$ cat src/rtl/i2c_dam_pkg.sv
package i2c_dam_pkg;

    localparam int ADDR_W    = 10;
    localparam int NUM_SLOTS = 2;
    localparam int BYTE_W    = 8;
    localparam int CNT_W     = $clog2(BYTE_W);
    localparam int IDX_W     = (NUM_SLOTS > 1) ? $clog2(NUM_SLOTS) : 1;
    localparam int HI_W      = ADDR_W - BYTE_W;

    localparam logic [4:0]        TEN_PREFIX = 5'b11110;
    localparam logic [BYTE_W-1:0] GC_BYTE    = '0;

    typedef enum logic [2:0] {
        PH_IDLE,
        PH_ADDR1,
        PH_ADDR2,
        PH_WDATA,
        PH_READ
    } phase_e;

    typedef struct packed {
        logic              en;
        logic              ten;
        logic [ADDR_W-1:0] addr;
    } slot_cfg_t;

    typedef struct packed {
        logic             ack;
        logic             stb;
        logic             gc;
        logic             rd;
        logic             hi_load;
        logic             ten_set;
        logic             ten_clr;
        logic [IDX_W-1:0] idx;
        phase_e           nxt;
    } decision_t;

    function automatic logic is_ten_header(input logic [BYTE_W-1:0] b);
        return b[BYTE_W-1:BYTE_W-5] == TEN_PREFIX;
    endfunction

    function automatic logic [IDX_W-1:0] lowest_set(input logic [NUM_SLOTS-1:0] v);
        logic [IDX_W-1:0] pick;
        pick = '0;
        for (int i = NUM_SLOTS - 1; i >= 0; i--) begin
            if (v[i]) pick = IDX_W'(i);
        end
        return pick;
    endfunction

endpackage

$ cat src/rtl/i2c_dam_busmon.sv
module i2c_dam_busmon #(
    parameter int SYNC_STAGES = 2
) (
    input  logic clk,
    input  logic rst,
    input  logic scl_i,
    input  logic sda_i,
    output logic scl_s,
    output logic sda_s,
    output logic scl_rise,
    output logic scl_fall,
    output logic start_det,
    output logic stop_det
);

    logic [SYNC_STAGES-1:0] scl_pipe;
    logic [SYNC_STAGES-1:0] sda_pipe;
    logic                   scl_d;
    logic                   sda_d;

    always_ff @(posedge clk) begin
        if (rst) begin
            scl_pipe <= '1;
            sda_pipe <= '1;
            scl_d    <= 1'b1;
            sda_d    <= 1'b1;
        end else begin
            scl_pipe <= {scl_pipe[SYNC_STAGES-2:0], scl_i};
            sda_pipe <= {sda_pipe[SYNC_STAGES-2:0], sda_i};
            scl_d    <= scl_s;
            sda_d    <= sda_s;
        end
    end

    assign scl_s     = scl_pipe[SYNC_STAGES-1];
    assign sda_s     = sda_pipe[SYNC_STAGES-1];
    assign scl_rise  = scl_s & ~scl_d;
    assign scl_fall  = ~scl_s & scl_d;
    // Conditions only while SCL stayed high across both samples
    assign start_det = scl_s & scl_d & sda_d & ~sda_s;
    assign stop_det  = scl_s & scl_d & ~sda_d & sda_s;

endmodule

$ cat src/rtl/i2c_dam_slot.sv
module i2c_dam_slot
    import i2c_dam_pkg::*;
(
    input  slot_cfg_t         cfg_i,
    input  logic [BYTE_W-1:0] byte_i,
    input  logic [HI_W-1:0]   hi_i,
    output logic              hit7_o,
    output logic              hdr_ok_o,
    output logic              lo_ok_o
);

    logic seven_mode;
    logic ten_mode;

    assign seven_mode = cfg_i.en & ~cfg_i.ten;
    assign ten_mode   = cfg_i.en & cfg_i.ten;

    assign hit7_o   = seven_mode & (byte_i[BYTE_W-1:1] == cfg_i.addr[BYTE_W-2:0]);
    assign hdr_ok_o = ten_mode & (byte_i[HI_W:1] == cfg_i.addr[ADDR_W-1:BYTE_W]);
    assign lo_ok_o  = ten_mode & (hi_i == cfg_i.addr[ADDR_W-1:BYTE_W])
                               & (byte_i == cfg_i.addr[BYTE_W-1:0]);

endmodule

$ cat src/rtl/i2c_dual_addr_match.sv
module i2c_dual_addr_match
    import i2c_dam_pkg::*;
#(
    parameter int SYNC_STAGES = 2
) (
    input  logic              clk,
    input  logic              rst,
    input  logic              scl_i,
    input  logic              sda_i,
    input  logic              own_master_i,
    input  logic              a0_en,
    input  logic              a0_ten,
    input  logic [ADDR_W-1:0] a0_addr,
    input  logic              a1_en,
    input  logic              a1_ten,
    input  logic [ADDR_W-1:0] a1_addr,
    input  logic              gc_own_en,
    input  logic              gc_ext_en,
    input  logic              wack_a0,
    input  logic              wack_a1,
    input  logic              wack_gc,
    output logic              sda_pull_o,
    output logic              match_stb_o,
    output logic [IDX_W-1:0]  hit_idx_o,
    output logic              hit_gc_o,
    output logic              hit_rd_o
);

    localparam logic [CNT_W-1:0] LAST_BIT = CNT_W'(BYTE_W - 1);

    // Bus sampling
    logic scl_s, sda_s, scl_rise, scl_fall, start_det, stop_det;

    i2c_dam_busmon #(.SYNC_STAGES(SYNC_STAGES)) u_busmon (
        .clk      (clk),
        .rst      (rst),
        .scl_i    (scl_i),
        .sda_i    (sda_i),
        .scl_s    (scl_s),
        .sda_s    (sda_s),
        .scl_rise (scl_rise),
        .scl_fall (scl_fall),
        .start_det(start_det),
        .stop_det (stop_det)
    );

    // State
    phase_e            phase_q, nxt_q;
    logic [CNT_W-1:0]  bit_cnt_q;
    logic [BYTE_W-2:0] shreg_q;
    logic              ack_pend_q, ack_val_q, in_ack_q;
    logic [HI_W-1:0]   hi_q, ten_hi_q;
    logic [NUM_SLOTS-1:0] cand_q;
    logic              ten_valid_q;
    logic [IDX_W-1:0]  ten_idx_q;
    logic [IDX_W-1:0]  src_idx_q;
    logic              src_gc_q;

    logic [BYTE_W-1:0] byte_n;
    assign byte_n = {shreg_q, sda_s};

    // Slot comparators
    slot_cfg_t            cfg [NUM_SLOTS];
    logic [NUM_SLOTS-1:0] hit7_vec, hdr_vec, lo_vec, wack_vec;

    assign cfg[0]   = {a0_en, a0_ten, a0_addr};
    assign cfg[1]   = {a1_en, a1_ten, a1_addr};
    assign wack_vec = {wack_a1, wack_a0};

    for (genvar s = 0; s < NUM_SLOTS; s++) begin : g_slot
        i2c_dam_slot u_slot (
            .cfg_i   (cfg[s]),
            .byte_i  (byte_n),
            .hi_i    (hi_q),
            .hit7_o  (hit7_vec[s]),
            .hdr_ok_o(hdr_vec[s]),
            .lo_ok_o (lo_vec[s])
        );
    end

    // Byte decision
    decision_t            dec;
    logic                 gc_ok;
    logic [NUM_SLOTS-1:0] lo_live;
    logic                 receiving;
    logic                 byte_done;

    assign gc_ok     = own_master_i ? gc_own_en : gc_ext_en;
    assign lo_live   = lo_vec & cand_q;
    assign receiving = (phase_q == PH_ADDR1) || (phase_q == PH_ADDR2) || (phase_q == PH_WDATA);
    assign byte_done = scl_rise && receiving && !in_ack_q && !ack_pend_q && (bit_cnt_q == LAST_BIT);

    always_comb begin
        dec     = '0;
        dec.nxt = PH_IDLE;
        unique case (phase_q)
            PH_ADDR1: begin
                if (is_ten_header(byte_n) && !byte_n[0]) begin
                    dec.ten_clr = 1'b1;
                    if (|hdr_vec) begin
                        dec.ack     = 1'b1;
                        dec.hi_load = 1'b1;
                        dec.nxt     = PH_ADDR2;
                    end
                end else if (is_ten_header(byte_n)) begin
                    if (ten_valid_q && (ten_hi_q == byte_n[HI_W:1])) begin
                        dec.ack = 1'b1;
                        dec.stb = 1'b1;
                        dec.rd  = 1'b1;
                        dec.idx = ten_idx_q;
                        dec.nxt = PH_READ;
                    end
                end else if (byte_n == GC_BYTE) begin
                    dec.ten_clr = 1'b1;
                    if (gc_ok) begin
                        dec.ack = 1'b1;
                        dec.stb = 1'b1;
                        dec.gc  = 1'b1;
                        dec.nxt = PH_WDATA;
                    end
                end else begin
                    dec.ten_clr = 1'b1;
                    if ((byte_n[BYTE_W-1:1] != '0) && (|hit7_vec)) begin
                        dec.ack = 1'b1;
                        dec.stb = 1'b1;
                        dec.rd  = byte_n[0];
                        dec.idx = lowest_set(hit7_vec);
                        dec.nxt = byte_n[0] ? PH_READ : PH_WDATA;
                    end
                end
            end
            PH_ADDR2: begin
                if (|lo_live) begin
                    dec.ack     = 1'b1;
                    dec.stb     = 1'b1;
                    dec.idx     = lowest_set(lo_live);
                    dec.ten_set = 1'b1;
                    dec.nxt     = PH_WDATA;
                end
            end
            PH_WDATA: begin
                dec.ack = src_gc_q ? wack_gc : wack_vec[src_idx_q];
                dec.nxt = dec.ack ? PH_WDATA : PH_IDLE;
            end
            default: ;
        endcase
    end

    // Sequencer
    always_ff @(posedge clk) begin
        if (rst) begin
            phase_q     <= PH_IDLE;
            nxt_q       <= PH_IDLE;
            bit_cnt_q   <= '0;
            shreg_q     <= '0;
            ack_pend_q  <= 1'b0;
            ack_val_q   <= 1'b0;
            in_ack_q    <= 1'b0;
            hi_q        <= '0;
            ten_hi_q    <= '0;
            cand_q      <= '0;
            ten_valid_q <= 1'b0;
            ten_idx_q   <= '0;
            src_idx_q   <= '0;
            src_gc_q    <= 1'b0;
            sda_pull_o  <= 1'b0;
            match_stb_o <= 1'b0;
            hit_idx_o   <= '0;
            hit_gc_o    <= 1'b0;
            hit_rd_o    <= 1'b0;
        end else begin
            match_stb_o <= 1'b0;
            if (start_det) begin
                phase_q    <= PH_ADDR1;
                bit_cnt_q  <= '0;
                ack_pend_q <= 1'b0;
                in_ack_q   <= 1'b0;
                sda_pull_o <= 1'b0;
            end else if (stop_det) begin
                phase_q     <= PH_IDLE;
                bit_cnt_q   <= '0;
                ack_pend_q  <= 1'b0;
                in_ack_q    <= 1'b0;
                sda_pull_o  <= 1'b0;
                ten_valid_q <= 1'b0;
            end else if (scl_rise && receiving && !in_ack_q && !ack_pend_q) begin
                shreg_q   <= byte_n[BYTE_W-2:0];
                bit_cnt_q <= bit_cnt_q + CNT_W'(1);
                if (byte_done) begin
                    bit_cnt_q   <= '0;
                    ack_pend_q  <= 1'b1;
                    ack_val_q   <= dec.ack;
                    nxt_q       <= dec.nxt;
                    match_stb_o <= dec.stb;
                    if (dec.stb) begin
                        hit_idx_o <= dec.idx;
                        hit_gc_o  <= dec.gc;
                        hit_rd_o  <= dec.rd;
                        src_idx_q <= dec.idx;
                        src_gc_q  <= dec.gc;
                    end
                    if (dec.hi_load) begin
                        hi_q   <= byte_n[HI_W:1];
                        cand_q <= hdr_vec;
                    end
                    if (dec.ten_clr) ten_valid_q <= 1'b0;
                    if (dec.ten_set) begin
                        ten_valid_q <= 1'b1;
                        ten_idx_q   <= dec.idx;
                        ten_hi_q    <= hi_q;
                    end
                end
            end else if (scl_fall && ack_pend_q) begin
                sda_pull_o <= ack_val_q;
                in_ack_q   <= 1'b1;
                ack_pend_q <= 1'b0;
            end else if (scl_fall && in_ack_q) begin
                sda_pull_o <= 1'b0;
                in_ack_q   <= 1'b0;
                phase_q    <= nxt_q;
            end
        end
    end

endmodule

$ cat config.mk
export PLATFORM = sky130hd
export DESIGN_NAME = i2c_dual_addr_match
export DESIGN_NICKNAME = d
export VERILOG_FILES = /design/src/rtl/i2c_dam_pkg.sv /design/src/rtl/i2c_dam_busmon.sv /design/src/rtl/i2c_dam_slot.sv /design/src/rtl/i2c_dual_addr_match.sv
export SDC_FILE = /design/constraint.sdc
export NUM_CORES = 1
export LEC_CHECK = 0
export ABC_AREA = 1
export BUFFER_PORTS_ARGS = -buffer_cell sky130_fd_sc_hd__buf_2
export CORE_AREA = 2 2 93 68
export CTS_CLUSTER_DIAMETER = 150
export DETAILED_ROUTE_END_ITERATION = 8
export DIE_AREA = 0 0 95 70
export HOLD_SLACK_MARGIN = 0.02
export PLACE_DENSITY = 0.7
export SLEW_MARGIN = 0
export SYNTH_ARGS = -nofsm -noshare
export SYNTH_HDL_FRONTEND = slang
export SYNTH_SLANG_ARGS = --single-unit
$ cat constraint.sdc
create_clock -name clk -period 3.7 [get_ports clk]
set_input_delay 0.37 -clock clk [delete_from_list [all_inputs] [get_ports clk]]
set_output_delay 0.37 -clock clk [all_outputs]
set_load 0.1 [all_outputs]
==> metrics.txt <==
IO Port Bufs=38; wire length per cell=13.3 um; Hold Crit Depth=2; leakage power=1.33 nW; worst r2r path cells=10; Die Y=around 70 um; clock slew at reported path FFs=0.08 ns; YS warnings=0; drt first pass iters=4; CP max FO=17; most common cell in the synthesized netlist=nand2_1; Reg power frac=0.438; status=completed; post-CTS resize count=0; power per cell area=330 nW/um^2; WP data required=3.90 ns; maximum number of pins on one net before global-route repair=22; CTS root buffer=clkbuf_8; RSZ-0062 raised after global routing=no; number of global-route vias before repair=2312; nets@finish=460; first-pass GRT wire length=10.8 mm; synth cell count leaders=nand2_1 (105), dfxtp_1 (38), inv_1 (37), nor2_1 (37), a21oi_1 (33); CTS tree=yes; max cap viols=0; # diodes=0; Crit. End Element=flip-flop; Post-Syn Area=between 2000 and 3000 sq um; Final setup viols=0; Synth area leaders=dfxtp_1 (30%), nand2_1 (16%), a21oi_1 (6.6%); slew margin rel.=0.583; async set-reset flop share out of synthesis=0; part of the Yosys area used for sequential elements=0.303; Yosys top cell area share=0.303; Final Hold Vio Count=0; DR top layer=met4; crit path kind=flip-flop to flip-flop; syn_nets=424; DRT Wirelength=6.67 mm; Synth Area per Inst=roughly 6.5 sq um; FF+latch count, synth=38; Post-CTS Setup Bufs=0; 1st-iter DRT viols=170; WL met3=~580 um; hpwl dp=5.30 mm; WL met1=~3.4 mm; Slew Viols, Final=0; ratio of cells with drive above 1 in the final layout=0.205; worst hold path type=input port to flip-flop; CTS H-tree lvls=2; DRC viols=0; WL met2=2.62 mm; Clock Latency Late Sink=~0.3 ns; clock skew=0.00792 ns; Tcrit/Tclk final=0.495; cell taking the most area after synthesis=dfxtp_1; core area=5920 sq um; GRT overflow=0; Clock Sinks=38; CP Launch Type=flip-flop; mean number of vias per cell=5.17; Psw=0.000229 W; Rows=24; total power draw=0.000949 W; Comb pwr share=0.099; min Tclk post-route=1.83 ns; CTS buffer count=5; Setup Total Neg Slack=0 ns; Peak VDD IR=0.137 mV; Post-Synthesis Cells=388; Initial Util=0.425; initial antenna violation count=0; area grow syn2layout=14.6%; share of total power in the clock network=0.463; via count=2600; Fmax achieved=0.546 GHz; EDFF count, synth=0; internal power=0.000720 W; switching share of power=0.242; CTS Buffer Depth=2; routability cong.=0.971; io pins=39; CP arrival=2.03 ns; die width=approximately 95 um; total track usage=0.206; Synth cell types=37; worst-margin pin slew=between 0.6 and 0.7 ns; CTS hold repair buffers=0; full die area=roughly 6700 sq um; main flop type after synthesis=dfxtp_1; Post-DRT Antenna Nets=0
==> routing by layer <==
metal | GRT usage | up-vias
li1 | - | 1322
met1 | 0.313 | 1151
met2 | 0.293 | 116
met3 | 0.0421 | 11
met4 | 0.0531 | 0
met5 | 0 | -
==> flip-flops by register name (all words and copies together), names as in the netlist, 2 cells and up <==
signal	count
u_busmon.scl_pipe	2
u_busmon.sda_pipe	2
ten_hi_q	2
cand_q	2
hi_q	2
shreg_q	7
phase_q	3
nxt_q	3
bit_cnt_q	3
==> power groups by stage <==
stage / registers [W] / clock network [W] / logic (W)
after floorplan: 0.000424 / 0 / 0.0000569
after global placement: 0.000425 / 0 / 0.0000922
after CTS: 0.000416 / 0.000444 / 0.0000930
final: 0.000416 / 0.000440 / 0.0000937
after global routing: 0.000417 / 0.000456 / 0.000105
after detailed placement: 0.000425 / 0 / 0.0000924
==> layout by cell type (no fill, tap or decap), types with 3 or more instances in the layout <==
cell / netlist / final
a21oi_1: 33 / 33
nand3_1: 20 / 20
nor2_1: 37 / 37
clkbuf_8: 0 / 5
nand4_1: 12 / 12
o21ai_0: 12 / 12
nor2_4: 3 / 3
nand2_2: 3 / 3
o21ai_1: 7 / 7
nand2_1: 105 / 105
o211ai_1: 3 / 3
dfxtp_1: 38 / 38
nor3_1: 10 / 10
inv_1: 37 / 37
nor2_2: 4 / 4
or2_2: 4 / 4
xnor2_1: 11 / 11
inv_2: 14 / 14
buf_2: 2 / 38
xor2_1: 5 / 5
nand3_2: 4 / 4
==> cell families after synthesis <==
kind of cell / after synthesis / synth area share
simple gates: 209 / 0.397
buf+inv: 62 / 0.104
compound gates: 60 / 0.127
flops: 38 / 0.303
xor+xnor: 16 / 0.0557
fa+ha+maj: 2 / 0.00995
mux: 1 / 0.00398
==> worst paths after layout <==
kind / from / to / slack (ns)
max: phase_q[0] / src_idx_q / 1.87
min: scl_i / u_busmon.scl_pipe[0] / 0.25
max reg2reg: phase_q[0] / src_idx_q / 1.87
min reg2reg: u_busmon.scl_pipe[0] / u_busmon.scl_pipe[1] / 0.41
==> stage by stage <==
stage	setup WS (ns)	util	std cells	hold WS (ns)	cell area (sq um)
after floorplan	1.94	-	388	0.389	2510
after global placement	1.91	0.464	495	0.393	2740
after detailed placement	1.90	0.464	495	0.396	2740
after CTS	1.87	0.487	503	0.245	2880
after global routing	1.72	0.487	503	0.245	2880
final	1.87	0.487	503	0.246	2880
==> worst max-delay path, stage by stage, from the launching register on <==
cell and delay [ns]:
dfxtp_1 0.37, inv_2 0.07, o21ai_2 0.17, nand3_4 0.21, nor2_4 0.36, o21a_1 0.20, nand3_2 0.10, nand2_1 0.07
nand2_1 0.05, nand2_1 0.06, nor2_1 0.05
==> final cells by class <==
| class | count | area [sq um] |
|---|---|---|
| flip-flops and latches | 38 | 761 |
| fillers | 609 | 3040 |
| clock inverters | 3 | 68.8 |
| inverters | 53 | 203 |
| repair buffers | 38 | 190 |
| clock buffers | 5 | 68.8 |
| multi-input cells | 288 | 1490 |
| well taps | 78 | 97.6 |
(Power assumes the default switching activity.)
